$ cat config.mk
export PLATFORM = sky130hd
export DESIGN_NAME = frame_guard
export DESIGN_NICKNAME = d
export VERILOG_FILES = /design/src/rtl/frame_guard_pkg.sv /design/src/rtl/fg_crc8.sv /design/src/rtl/fg_addr_cmp.sv /design/src/rtl/fg_payload.sv /design/src/rtl/frame_guard.sv
export SDC_FILE = /design/constraint.sdc
export NUM_CORES = 1
export LEC_CHECK = 0
export BUFFER_PORTS_ARGS = -buffer_cell sky130_fd_sc_hd__buf_2
export CAP_MARGIN = 30
export CORE_UTILIZATION = 55
export DETAILED_ROUTE_END_ITERATION = 10
export PLACE_DENSITY = 0.78
export SYNTH_ARGS = -nofsm -noshare
export SYNTH_HDL_FRONTEND = slang
export SYNTH_SLANG_ARGS = --single-unit
$ cat constraint.sdc
create_clock -name clk -period 3.1 [get_ports clk]
set_input_delay 0.465 -clock clk [delete_from_list [all_inputs] [get_ports clk]]
set_output_delay 0.465 -clock clk [all_outputs]
set_load 0.02 [all_outputs]
$ cat src/rtl/frame_guard_pkg.sv
package frame_guard_pkg;

   localparam logic [7:0] CRC8_POLY_DEFAULT = 8'h2F;

   typedef enum logic [1:0] {
      VERD_NONE   = 2'd0,
      VERD_ACCEPT = 2'd1,
      VERD_REJECT = 2'd2
   } verdict_e;

   // One byte folded into the CRC, most significant bit first.
   function automatic logic [7:0] crc8_step(input logic [7:0] c_in,
                                            input logic [7:0] b,
                                            input logic [7:0] poly);
      logic [7:0] c;
      logic       fb;
      c = c_in;
      for (int i = 7; i >= 0; i--) begin
         fb = c[7] ^ b[i];
         c  = {c[6:0], 1'b0};
         if (fb) c = c ^ poly;
      end
      return c;
   endfunction

endpackage

$ cat src/rtl/fg_crc8.sv
module fg_crc8 #(
   parameter logic [7:0] POLY = frame_guard_pkg::CRC8_POLY_DEFAULT
) (
   input  logic       clk,
   input  logic       rst_n,
   input  logic       clr,
   input  logic       en,
   input  logic [7:0] din,
   output logic [7:0] crc
);
   always_ff @(posedge clk or negedge rst_n) begin
      if (!rst_n)   crc <= 8'h00;
      else if (clr) crc <= 8'h00;
      else if (en)  crc <= frame_guard_pkg::crc8_step(crc, din, POLY);
   end

   // a cleared register reads zero
   assert_clear_zero_R9: assert property (@(posedge clk) disable iff (!rst_n)
      $past(clr) |-> (crc == 8'h00));
endmodule

$ cat src/rtl/fg_addr_cmp.sv
module fg_addr_cmp #(
   parameter int ADDR_W = 7,
   parameter int PROG_W = 5,
   parameter logic [ADDR_W-PROG_W-1:0] FIXED_HI = '1
) (
   input  logic [PROG_W-1:0] prog_lo,
   input  logic [7:0]        byte_in,
   input  logic [ADDR_W-1:0] first_addr,
   output logic              head_match,
   output logic              dup_match
);
   logic [ADDR_W-1:0] dev_addr;
   assign dev_addr   = {FIXED_HI, prog_lo};
   assign head_match = (byte_in[7:1] == dev_addr);
   assign dup_match  = (byte_in == {1'b0, first_addr});
endmodule

$ cat src/rtl/fg_payload.sv
module fg_payload #(
   parameter int DATA_BYTES = 2,
   parameter int CNT_W      = 3
) (
   input  logic                    clk,
   input  logic                    rst_n,
   input  logic                    cap,
   input  logic [CNT_W-1:0]        idx,
   input  logic [7:0]              din,
   input  logic                    commit,
   output logic [DATA_BYTES*8-1:0] data_out
);
   logic [DATA_BYTES*8-1:0] staged;

   for (genvar g = 0; g < DATA_BYTES; g++) begin : g_lane
      logic [7:0] lane;
      always_ff @(posedge clk or negedge rst_n) begin
         if (!rst_n) lane <= 8'h00;
         else if (cap && (idx == CNT_W'(2 + g))) lane <= din;
      end
      assign staged[(DATA_BYTES-1-g)*8 +: 8] = lane;
   end

   always_ff @(posedge clk or negedge rst_n) begin
      if (!rst_n)      data_out <= '0;
      else if (commit) data_out <= staged;
   end

   // the committed payload only moves on a commit
   assert_data_hold_R7: assert property (@(posedge clk) disable iff (!rst_n)
      !$stable(data_out) |-> $past(commit));
endmodule

$ cat src/rtl/frame_guard.sv
module frame_guard #(
   parameter int DATA_BYTES = 2,
   parameter int ADDR_W     = 7,
   parameter int PROG_W     = 5,
   parameter logic [ADDR_W-PROG_W-1:0] FIXED_HI = '1,
   parameter logic [7:0] POLY = frame_guard_pkg::CRC8_POLY_DEFAULT
) (
   input  logic                    clk,
   input  logic                    rst_n,
   input  logic                    byte_valid,
   input  logic [7:0]              byte_data,
   input  logic                    frame_start,
   input  logic                    frame_stop,
   input  logic                    crc_check_en,
   input  logic [PROG_W-1:0]       dev_addr_lo,
   input  logic                    status_read,
   output logic                    wr_accept,
   output logic                    wr_reject,
   output logic [DATA_BYTES*8-1:0] wr_data,
   output logic                    err_flag,
   output logic [7:0]              rd_crc,
   output logic                    rd_crc_valid
);
   import frame_guard_pkg::*;

   localparam int BASE_LEN = 2 + DATA_BYTES;
   localparam int LEN_MAX  = BASE_LEN + 2;
   localparam int CNT_W    = $clog2(LEN_MAX + 1);

   if (ADDR_W != 7)                  $error("frame_guard: ADDR_W must be 7");
   if (PROG_W < 1 || PROG_W >= ADDR_W) $error("frame_guard: PROG_W out of range");
   if (DATA_BYTES < 1)               $error("frame_guard: DATA_BYTES must be >= 1");

   logic              in_frame, is_read, foreign, dup_bad;
   logic [CNT_W-1:0]  cnt;
   logic [ADDR_W-1:0] first_addr;
   logic              take, head_match, dup_match;
   logic [7:0]        crc;
   logic [CNT_W-1:0]  exp_len;
   verdict_e          verd;

   assign take    = byte_valid && in_frame && !frame_start;
   assign exp_len = crc_check_en ? CNT_W'(BASE_LEN + 1) : CNT_W'(BASE_LEN);

   fg_crc8 #(.POLY(POLY)) u_crc (
      .clk(clk), .rst_n(rst_n), .clr(frame_start), .en(take),
      .din(byte_data), .crc(crc));

   fg_addr_cmp #(.ADDR_W(ADDR_W), .PROG_W(PROG_W), .FIXED_HI(FIXED_HI)) u_cmp (
      .prog_lo(dev_addr_lo), .byte_in(byte_data), .first_addr(first_addr),
      .head_match(head_match), .dup_match(dup_match));

   always_ff @(posedge clk or negedge rst_n) begin
      if (!rst_n) begin
         in_frame   <= 1'b0;
         cnt        <= '0;
         is_read    <= 1'b0;
         foreign    <= 1'b0;
         dup_bad    <= 1'b0;
         first_addr <= '0;
      end else if (frame_start) begin
         in_frame <= 1'b1;
         cnt      <= '0;
         is_read  <= 1'b0;
         foreign  <= 1'b0;
         dup_bad  <= 1'b0;
      end else if (frame_stop) begin
         in_frame <= 1'b0;
      end else if (take) begin
         if (cnt != CNT_W'(LEN_MAX)) cnt <= cnt + 1'b1;
         if (cnt == '0) begin
            first_addr <= byte_data[7:1];
            is_read    <= byte_data[0];
            foreign    <= !head_match;
         end
         if (cnt == CNT_W'(1)) dup_bad <= !dup_match;
      end
   end

   always_comb begin
      verd = VERD_NONE;
      if (frame_stop && in_frame && !frame_start && cnt != '0 && !foreign) begin
         if (cnt < CNT_W'(2) || dup_bad)                verd = VERD_REJECT;
         else if (is_read)                              verd = VERD_NONE;
         else if (cnt != exp_len)                       verd = VERD_REJECT;
         else if (crc_check_en && crc != 8'h00)         verd = VERD_REJECT;
         else                                           verd = VERD_ACCEPT;
      end
   end

   always_ff @(posedge clk or negedge rst_n) begin
      if (!rst_n) begin
         wr_accept <= 1'b0;
         wr_reject <= 1'b0;
         err_flag  <= 1'b0;
      end else begin
         wr_accept <= (verd == VERD_ACCEPT);
         wr_reject <= (verd == VERD_REJECT);
         if (verd == VERD_REJECT) err_flag <= 1'b1;
         else if (status_read)    err_flag <= 1'b0;
      end
   end

   fg_payload #(.DATA_BYTES(DATA_BYTES), .CNT_W(CNT_W)) u_pay (
      .clk(clk), .rst_n(rst_n), .cap(take && !is_read), .idx(cnt),
      .din(byte_data), .commit(verd == VERD_ACCEPT), .data_out(wr_data));

   assign rd_crc       = crc;
   assign rd_crc_valid = in_frame && is_read && !foreign && !dup_bad &&
                         (cnt >= CNT_W'(2)) && crc_check_en;

   // accept follows a stop marker
   assert_accept_after_stop_R6: assert property (@(posedge clk) disable iff (!rst_n)
      wr_accept |-> $past(frame_stop));
   // accept and reject never together
   assert_verdict_excl_R7: assert property (@(posedge clk) disable iff (!rst_n)
      !(wr_accept && wr_reject));
   // error only rises with a reject
   assert_err_rise_R8: assert property (@(posedge clk) disable iff (!rst_n)
      $rose(err_flag) |-> wr_reject);
   // error only clears after a status read
   assert_err_fall_R8: assert property (@(posedge clk) disable iff (!rst_n)
      $fell(err_flag) |-> $past(status_read));
   // read frames never commit
   assert_read_no_commit_R9: assert property (@(posedge clk) disable iff (!rst_n)
      (frame_stop && in_frame && is_read) |=> !wr_accept);
endmodule

# Word-level counts from Yosys, hierarchy flattened

Cells that the tools add are included.

Bitwise operators: 18
Mux-type cells: 50
Shifts and indexed selects: 0
Order comparisons: 2
Eq/ne operators: 10
Reductions and logical operators: 35
Multiply operators: 0
Div/mod/pow operators: 0
Add/sub/neg operators: 1

Operator list:

| operator                                                                            | number |
|---|---|
| 8-bit 2-to-1 mux                                                                    | 16 |
| 6-bit 2-to-1 mux                                                                    | 8 |
| 5-bit inverter                                                                      | 8 |
| 1-bit 2-to-1 mux                                                                    | 17 |
| 1-bit logical AND                                                                   | 15 |
| 3-bit 2-to-1 mux                                                                    | 4 |
| 2-bit nonzero test                                                                  | 6 |
| 2-bit 2-to-1 mux                                                                    | 5 |
| 3-bit AND reduction                                                                 | 3 |
| 8-bit by 7-bit equality test with 1-bit output                                      | 1 |
| 8-bit nonzero test                                                                  | 1 |
| 1-bit XOR                                                                           | 8 |
| 7-bit equality test                                                                 | 1 |
| 3-bit by 2-bit equality test with 1-bit output, second input constant               | 2 |
| 1-bit logical NOT                                                                   | 6 |
| 4-bit AND reduction                                                                 | 1 |
| 3-bit by 1-bit adder with 3-bit output, second input constant                       | 1 |
| 3-bit by 1-bit equality test with 1-bit output, second input constant               | 1 |
| 3-bit by 2-bit greater-or-equal comparator with 1-bit output, second input constant | 1 |
| 3-bit logical NOT                                                                   | 1 |
| 3-bit by 2-bit < comparator with 1-bit output, second input constant                | 1 |
| 3-bit inequality test                                                               | 1 |
| 3-bit inequality test, second input constant                                        | 1 |
| 3-bit nonzero test                                                                  | 1 |
| other kinds (5)                                                                     | 6 |

Memories kept: 0
ROM bits: 0
Input port bits: 20
Register bits: 57
Bits in writable memories: 0
Output and inout port bits: 28
Latch bits: 0

# Depth between registers and ports, before layout

Gate-level depths: netlist of the first run.

Depth after elaboration: 32
Mapped depth: 8
Depth with buffers taken out: 6

# Hierarchy

Synthesis of the first run repeated with hierarchy kept, for this count alone.

Cells, all modules: 224
Area total of the unflattened synthesis: 2969.1 µm²

Modules (own cells, without submodules):

| module      | instances | cells each | area each (µm²) |
|---|---|---|---|
| fg_payload  | 1         | 69         | 1242.4 |
| frame_guard | 1         | 80         | 892.1 |
| fg_crc8     | 1         | 57         | 691.9 |
| fg_addr_cmp | 1         | 18         | 142.6 |

# Worst setup path after synthesis of the first run

OpenSTA, ideal clock, no wires.

Path kind: reg2reg
From: register u_crc.crc[5]
To: register u_pay.data_out[10]
Stages on the path, launching flop included: 8
Buffers on the path: 2
Arrival time: 2.360 ns
Setup time: 0.125 ns
Data required time: 2.975 ns
Period minus slack after synthesis: 2.485 ns
Path slack: 0.615 ns
Cells stage by stage: dfrtp_1 or4_4 o41ai_2 o2111ai_1 or3_1 buf_6 buf_12 mux2_4

Cells in the longest elaborated chain, start to end: 8

RTL lines:

| what                                           | RTL line           | source |
|---|---|---|
| start, declared                                | fg_crc8.sv:9       | `output logic [7:0] crc` |
| start signal, assigned                         | fg_crc8.sv:14      | `else if (en) crc <= frame_guard_pkg::crc8_step(crc, din, POLY);` |
| 8-bit nonzero test                             | frame_guard.sv:86  | `else if (crc_check_en && crc != 8'h00) verd = VERD_REJECT;` |
| 1-bit logical AND                              | frame_guard.sv:86  |  |
| 2-bit 2-to-1 mux                               | frame_guard.sv:86  |  |
| 2-bit 2-to-1 mux                               | frame_guard.sv:85  | `else if (cnt != exp_len) verd = VERD_REJECT;` |
| 2-bit 2-to-1 mux                               | frame_guard.sv:84  | `else if (is_read) verd = VERD_NONE;` |
| 2-bit 2-to-1 mux                               | frame_guard.sv:83  | `if (cnt < CNT_W'(2) \|\| dup_bad) verd = VERD_REJECT;` |
| 2-bit 2-to-1 mux                               | frame_guard.sv:82  | `if (frame_stop && in_frame && !frame_start && cnt != '0 && !foreign) begin` |
| 2-bit by 1-bit equality test with 1-bit output | frame_guard.sv:106 | `.din(byte_data), .commit(verd == VERD_ACCEPT), .data_out(wr_data));` |
| end signal, assigned                           | fg_payload.sv:26   | `else if (commit) data_out <= staged;` |
| end, declared                                  | fg_payload.sv:11   | `output logic [DATA_BYTES*8-1:0] data_out` |

No other way between the ends.
A chain may end at the register's enable or synchronous reset.

# Worst setup path in the final report of the first run

From: register u_crc.crc[5]
To: register u_pay.data_out[15]

The elaborated chain is that of the path after synthesis.

==> results of run 1 <==
[flip-flops by register name (all words and copies together), names as in the netlist]
signal             count
u_pay.data_out        16
u_pay.g_lane.lane     16
u_crc.crc              8
first_addr             7
cnt                    3
dup_bad                1
err_flag               1
foreign                1
in_frame               1
is_read                1
wr_accept              1
wr_reject              1
[layer usage]
layer | track usage [%] | vias to the layer above
li1 | - | 868
met1 | 27.2 | 930
met2 | 39.4 | 50
met3 | 5.01 | 13
met4 | 11.3 | 0
met5 | 0 | -
[synth_stat cells, types with 2 or more instances]
cell type  number  area share, %
nand2_1        10            1.3
dfrtp_1        57             50
a21o_1          2           0.52
inv_1           6           0.79
clkbuf_1        8            1.0
a211oi_1        6            1.6
nor3_1          4           0.70
nor4_1          3           0.66
a21oi_1         5           0.87
mux2_4          9            4.7
xnor3_1         6            4.7
ha_1            5            2.2
o21ai_0         5           0.87
or3_1           3           0.66
xor2_1         12            3.7
mux2_2         30             12
xnor2_1        16            4.9
mux2i_1         2           0.70
nor2_1         11            1.4
o22a_1          2           0.61
[worst max path at each step]
| stage | from | endpoint | slack (ps) | cells past startpoint |
|---|---|---|---|---|
| global placement | u_crc.crc[5]$_DFFE_PN0N_ | u_pay.data_out[10]$_DFFE_PN0N_ | 700 | 6 |
| global route | u_crc.crc[5]$_DFFE_PN0N_ | u_pay.data_out[15]$_DFFE_PN0N_ | 600 | 6 |
| floorplan | u_crc.crc[5]$_DFFE_PN0N_ | u_pay.data_out[10]$_DFFE_PN0N_ | 610 | 7 |
| finish | u_crc.crc[5]$_DFFE_PN0N_ | u_pay.data_out[15]$_DFFE_PN0N_ | 670 | 6 |
| CTS | u_crc.crc[5]$_DFFE_PN0N_ | u_pay.data_out[15]$_DFFE_PN0N_ | 660 | 6 |
| detailed placement | u_crc.crc[5]$_DFFE_PN0N_ | u_pay.data_out[13]$_DFFE_PN0N_ | 680 | 6 |
[per-stage QoR]
step	power [uW]	worst slack [ps]	cells	utilization (%)	hold slack (ps)
finish	3190	669	342	68.8	5.62
global placement	2440	705	326	64.5	365
detailed placement	2490	684	326	64.5	362
floorplan	2220	615	221	-	169
CTS	3200	661	342	68.8	10.8
global route	3370	600	342	68.8	18.7
[area by class of cell]
type	instances	area, um2
Inverter	6	22.5
Tap cell	67	83.8
Fill cell	363	1510
Timing Repair Buffer	49	250
Clock inverter	4	51.3
Sequential cell	57	1430
Multi-Input combinational cell	147	1350
Clock buffer	12	155
[power groups by stage]
stage | combinational, uW | sequential (uW) | clock (uW)
finish | 1380 | 1100 | 704
global route | 1500 | 1120 | 747
CTS | 1390 | 1100 | 710
detailed placement | 1380 | 1110 | 0
global placement | 1350 | 1090 | 0
floorplan | 1080 | 1140 | 0
[cells by family (layout without fill, tap and decap cells)]
family                     count (synthesis)  after routing
and+or+nand+nor                           42             42
xor gates and xnor gates                  35             35
DFF                                       57             57
AOI/OAI and AO/OA                         24             24
muxes                                     41             41
adders and majority gates                  5              5
buffers and inverters                     17             71
[placed cells by master, fill, tap and decap left out, types with 2 or more instances in the layout]
cell / netlist / layout
inv_1: 6 / 6
clkbuf_8: 0 / 11
a21o_1: 2 / 2
o21ai_0: 5 / 5
a21oi_1: 5 / 5
nand2_1: 10 / 10
mux2_2: 30 / 30
nor3_1: 4 / 4
o22a_1: 2 / 2
mux2i_1: 2 / 2
ha_1: 5 / 5
xor2_1: 12 / 12
nor4_1: 3 / 3
or3_1: 3 / 3
buf_2: 0 / 47
nor2_1: 11 / 11
xnor2_1: 16 / 16
mux2_4: 9 / 9
xnor3_1: 6 / 6
dfrtp_1: 57 / 57
buf_4: 0 / 2
a211oi_1: 6 / 6
==> results.toml, run 1 <==
[synth]
synth_xor_area_share_pct = 14.1
ys_ff_latch = 57
syn_area_per_cell_um2 = 12.9
ys_warn_count = 0
synth_edf_count = 0
netlist_area_um2 = 2860
synthArstFlopShare_pct = 100
synth_adder_area_share_pct = 2.19
synth_mux_area_share_pct = 17.2
ys.flop_type = "dfrtp_1"
synth_compound_area_share_pct = 5.91
ys_seq_area_share_pct = 49.9
synthesis.nets = 246
synthCells = 221
synth_top_family_by_area = "multiplexers"
synthSimpleGateAreaFrac_pct = 7.61
yosysUniqueCellTypes = 39

[detailed_routing]
wl_um = 5660
top_layer = "met4"
drtPass1Iterations = 4
wl_per_cell_um = 16.5
wirelength_met1_um = 2450
drt_drc_violations_left = 0
wl_met2_um = 2850
ant_nets = 0
vias = 1861
drt_iter0_drc = 109
met3WireLength_um = 236
drt-vias-per-instance = 5.44

[clocking]
cts_sinks = 57
ctsResizeCount = 0
ctsHoldBuffers = 0
clk_pin_slew_ps = 70
cts_tree = "built"
cts_made_buffers = 9
post-cts-setup-buffers = 0
clk_path_buf_depth = 2
clk_latency_ps = 330
h-tree-depth = 3
clock_tree.root_cell = "clkbuf_8"

[worst_setup_path]
cp-end-kind = "register"
critPathMaxFanout = 17
r2r_slack_ps = 670
critPathRequiredTime_ps = 3310
rr_startpoint = "u_crc.crc[5]$_DFFE_PN0N_"
r2r_cells = 6
critPathLaunchType = "register"
worst-setup-path-type = "reg2reg"
cpPeakStageDelay_ps = 540
reg2reg_to = "u_pay.data_out[15]$_DFFE_PN0N_"
crit_family = "simple AND/OR/NAND/NOR gates"
cp.buffers_inverters = 1
crit_slowest_cell = "or4_4"
crit_chain = "or4_4 -> o41ai_2 -> o2111ai_1 -> or3_1 -> buf_4 -> mux2_4"
arrival_ps = 2640

[grt]
track_usage_pct = 22.9
grt_max_degree = 45
antenna_found_initial = 0
grt_pass1_wl_um = 9020
grt_pass1_vias = 1915
grt_overflow = 0

[cells_and_area]
layout-drive-gt1-share_pct = 38.5
antenna-diode-count = 0
design_area_um2 = 3340
nets = 295
syn_to_final_growth_pct = 16.6

[die]
start_util_pct = 59.0
fp-row-count = 25
die_y_um = 74.1
boundaryPins = 48
die_area_um2 = 5490
coreArea_um2 = 4850
die_x_um = 74.1

[power]
peakVddDrop_v = 0.000965
power_density_nw_per_um2 = 955
p_comb_share_pct = 43.4
intPower_uw = 2140
power_leakage_uw = 0.00172
switching_share_pct = 33.0
p_seq_share_pct = 34.5
power_switching_uw = 1050
pwr-share-clk_pct = 22.1

[outcome]
status = "finished clean"

[timing]
rsz0062_at_grt = "false"
tightestPinTransition_ps = 596
fin_tns_setup_ps = 0
clock_skew_ps = 8.88
drv_slew = 0
hold_violations = 0
fmax_ghz = 0.411
finalCritPeriodShare_pct = 78.4
period_needed_ps = 2430
max_slew_margin_pct = 60.2
setup-violations-final = 0

[placed_design]
dp.final_hpwl_um = 4030
io_buffers = 47
placed_area_um2 = 3130
gp_congestion = 0.900

[job]
maxCapViolCount = 0

[worst_hold_path]
min-delay-path-class = "in2async"
(Power assumes the default switching activity.)
==> inputs of run 2 (changes only) <==
--- a/config.mk
+++ b/config.mk
@@ -5,6 +5,7 @@
 export SDC_FILE = /design/constraint.sdc
 export NUM_CORES = 1
 export LEC_CHECK = 0
+export ABC_AREA = 1
 export BUFFER_PORTS_ARGS = -buffer_cell sky130_fd_sc_hd__buf_2
 export CAP_MARGIN = 30
 export CORE_UTILIZATION = 55
==> constraint.sdc (replaced) <==
create_clock -name clk -period 2.45 [get_ports clk]
set_input_delay 0.3675 -clock clk [delete_from_list [all_inputs] [get_ports clk]]
set_output_delay 0.3675 -clock clk [all_outputs]
set_load 0.02 [all_outputs]
==> results.toml, run 2 <==
[job]
maxCapViolCount = 0

[synth]
synthArstFlopShare_pct = 100
yosysMostFrequentCell = "nand2_1"
netlist_top_cells_area = "dfrtp_1, nand2_1, nand2_2"
synth_top_area_share_pct = 45.3
yosysUniqueCellTypes = 31
ys_warn_count = 0
netlist_area_um2 = 3150
synthesis.nets = 436
syn_area_per_cell_um2 = 7.66
synth_top_cell_by_area = "dfrtp_1"
yosys-top-cells-count = "nand2_1, dfrtp_1, nand3_1"
synth_edf_count = 0
ys_seq_area_share_pct = 45.3
ys_ff_latch = 57
synthCells = 411
ys.flop_type = "dfrtp_1"

[clocking]
cts_tree = "built"
cts_made_buffers = 9
clk_path_buf_depth = 2
ctsResizeCount = 0
ctsHoldBuffers = 0
post-cts-setup-buffers = 0
clock_tree.root_cell = "clkbuf_8"
cts_sinks = 57
clk_pin_slew_ps = 70
h-tree-depth = 3
clk_latency_ps = 340

[die]
die_y_um = 77.6
fp-row-count = 27
start_util_pct = 57.1
die_area_um2 = 6030
die_x_um = 77.6
boundaryPins = 48
coreArea_um2 = 5510

[grt]
grt_pass1_vias = 2653
grt_overflow = 0
track_usage_pct = 26.7
grt_pass1_wl_um = 12400
antenna_found_initial = 0
grt_max_degree = 58

[timing]
max_slew_margin_pct = 52.6
hold_violations = 0
setup_slack_ps = 625
fin_tns_setup_ps = 0
rsz0062_at_grt = "false"
setup-violations-final = 0
fmax_ghz = 0.548
tightestPinTransition_ps = 711
period_needed_ps = 1830
finalCritPeriodShare_pct = 74.5
drv_slew = 0
clock_skew_ps = 6.25

[power]
power_density_nw_per_um2 = 938
peakVddDrop_v = 0.000597
fin_total_pwr_uw = 3440
power_leakage_uw = 0.00202

[cells_and_area]
design_area_um2 = 3670
final_common_cell = "nand2_1"
antenna-diode-count = 0
layout-drive-gt1-share_pct = 27.0
layout_common_cells = "nand2_1, dfrtp_1, buf_2"
fill_cells = 488
syn_to_final_growth_pct = 16.7
largestRegisters = "u_pay.data_out: 16 flops, u_pay.g_lane.lane: 16 flops, u_crc.crc: 8 flops"
nets = 490

[detailed_routing]
drt_drc_violations_left = 0
drt_iter0_drc = 206
vias = 2849
ant_nets = 0
wl_per_cell_um = 13.3
drtPass1Iterations = 4
drt-vias-per-instance = 5.26
wl_um = 7190

[worst_hold_path]
min-delay-path-class = "in2async"

[outcome]
status = "finished clean"

[placed_design]
dp.final_hpwl_um = 5250
pre_cts_slack_ps = 641
io_buffers = 47
placed_area_um2 = 3440
gp_congestion = 0.924

[worst_setup_path]
critPathRequiredTime_ps = 2080
critPathMaxFanout = 5
cp-end-kind = "primary output"
arrival_ps = 1460
worst-setup-path-type = "reg2out"
critPathLaunchType = "register"
-- run 2: final cells by class --
| type | count | area (um2) | share of cell area, % |
|---|---|---|---|
| clock inverter | 4 | 75.1 | 2.04 |
| timing repair buffer | 48 | 243 | 6.61 |
| inverter | 42 | 163 | 4.43 |
| sequential | 57 | 1430 | 38.9 |
| clock buffer | 12 | 155 | 4.23 |
| multi-input combinational | 307 | 1520 | 41.4 |
| tap | 72 | 90.1 | 2.45 |
-- run 2: worst max-delay path, stage by stage, from the launching register on --
cell and delay [ps]:
dfrtp_1 430, inv_2 110, ha_1 190, nor3_1 50, nor3_1 150, buf_2 190
-- run 2: power by group --
part           internal [uW]  leakage (uW)  total, uW  switching, uW
Clock                    628      0.000109       1010            386
Combinational            387       0.00115       1100            713
Sequential              1160      0.000760       1330            175
-- run 2: final timing paths --
kind,start,end,slack (ps),cells past startpoint
max,cnt[0]$_DFFE_PN0P_,rd_crc_valid,620,5
min,rst_n,u_pay.data_out[2]$_DFFE_PN0N_,160,2
max reg2reg,cnt[1]$_DFFE_PN0P_,u_pay.data_out[6]$_DFFE_PN0N_,640,9
min reg2reg,u_pay.data_out[10]$_DFFE_PN0N_,u_pay.data_out[10]$_DFFE_PN0N_,470,2
max in group asynchronous,rst_n,foreign$_DFFE_PN0P_,1820,2
min in group clk,status_read,err_flag$_DFFE_PN0P_,210,2
-- run 2: kinds of logic after synthesis --
family / share of synthesized area (%)
AND/OR/NAND/NOR: 36.7
flip-flops: 45.3
buffers and inverters: 6.40
AO/OA/AOI/OAI: 7.63
XOR/XNOR: 1.95
adder cells (fa/ha/maj): 1.99
-- run 2: per-stage QoR --
step / util, % / std cells / hold slack (ps)
after CTS: 66.7 / 542 / 190
final: 66.7 / 542 / 162
after floorplan: - / 411 / 71.9
after global placement: 62.5 / 526 / 455
after detailed placement: 62.5 / 526 / 460
after global routing: 66.7 / 542 / 220
-- run 2: per-layer routing --
| metal | routed length [um] | GRT usage, % |
|---|---|---|
| met4 | 112 | 12.5 |
| met5 | 0 | 0 |
| met2 | 3540 | 44.1 |
| met3 | 321 | 4.35 |
| met1 | 3220 | 34.3 |
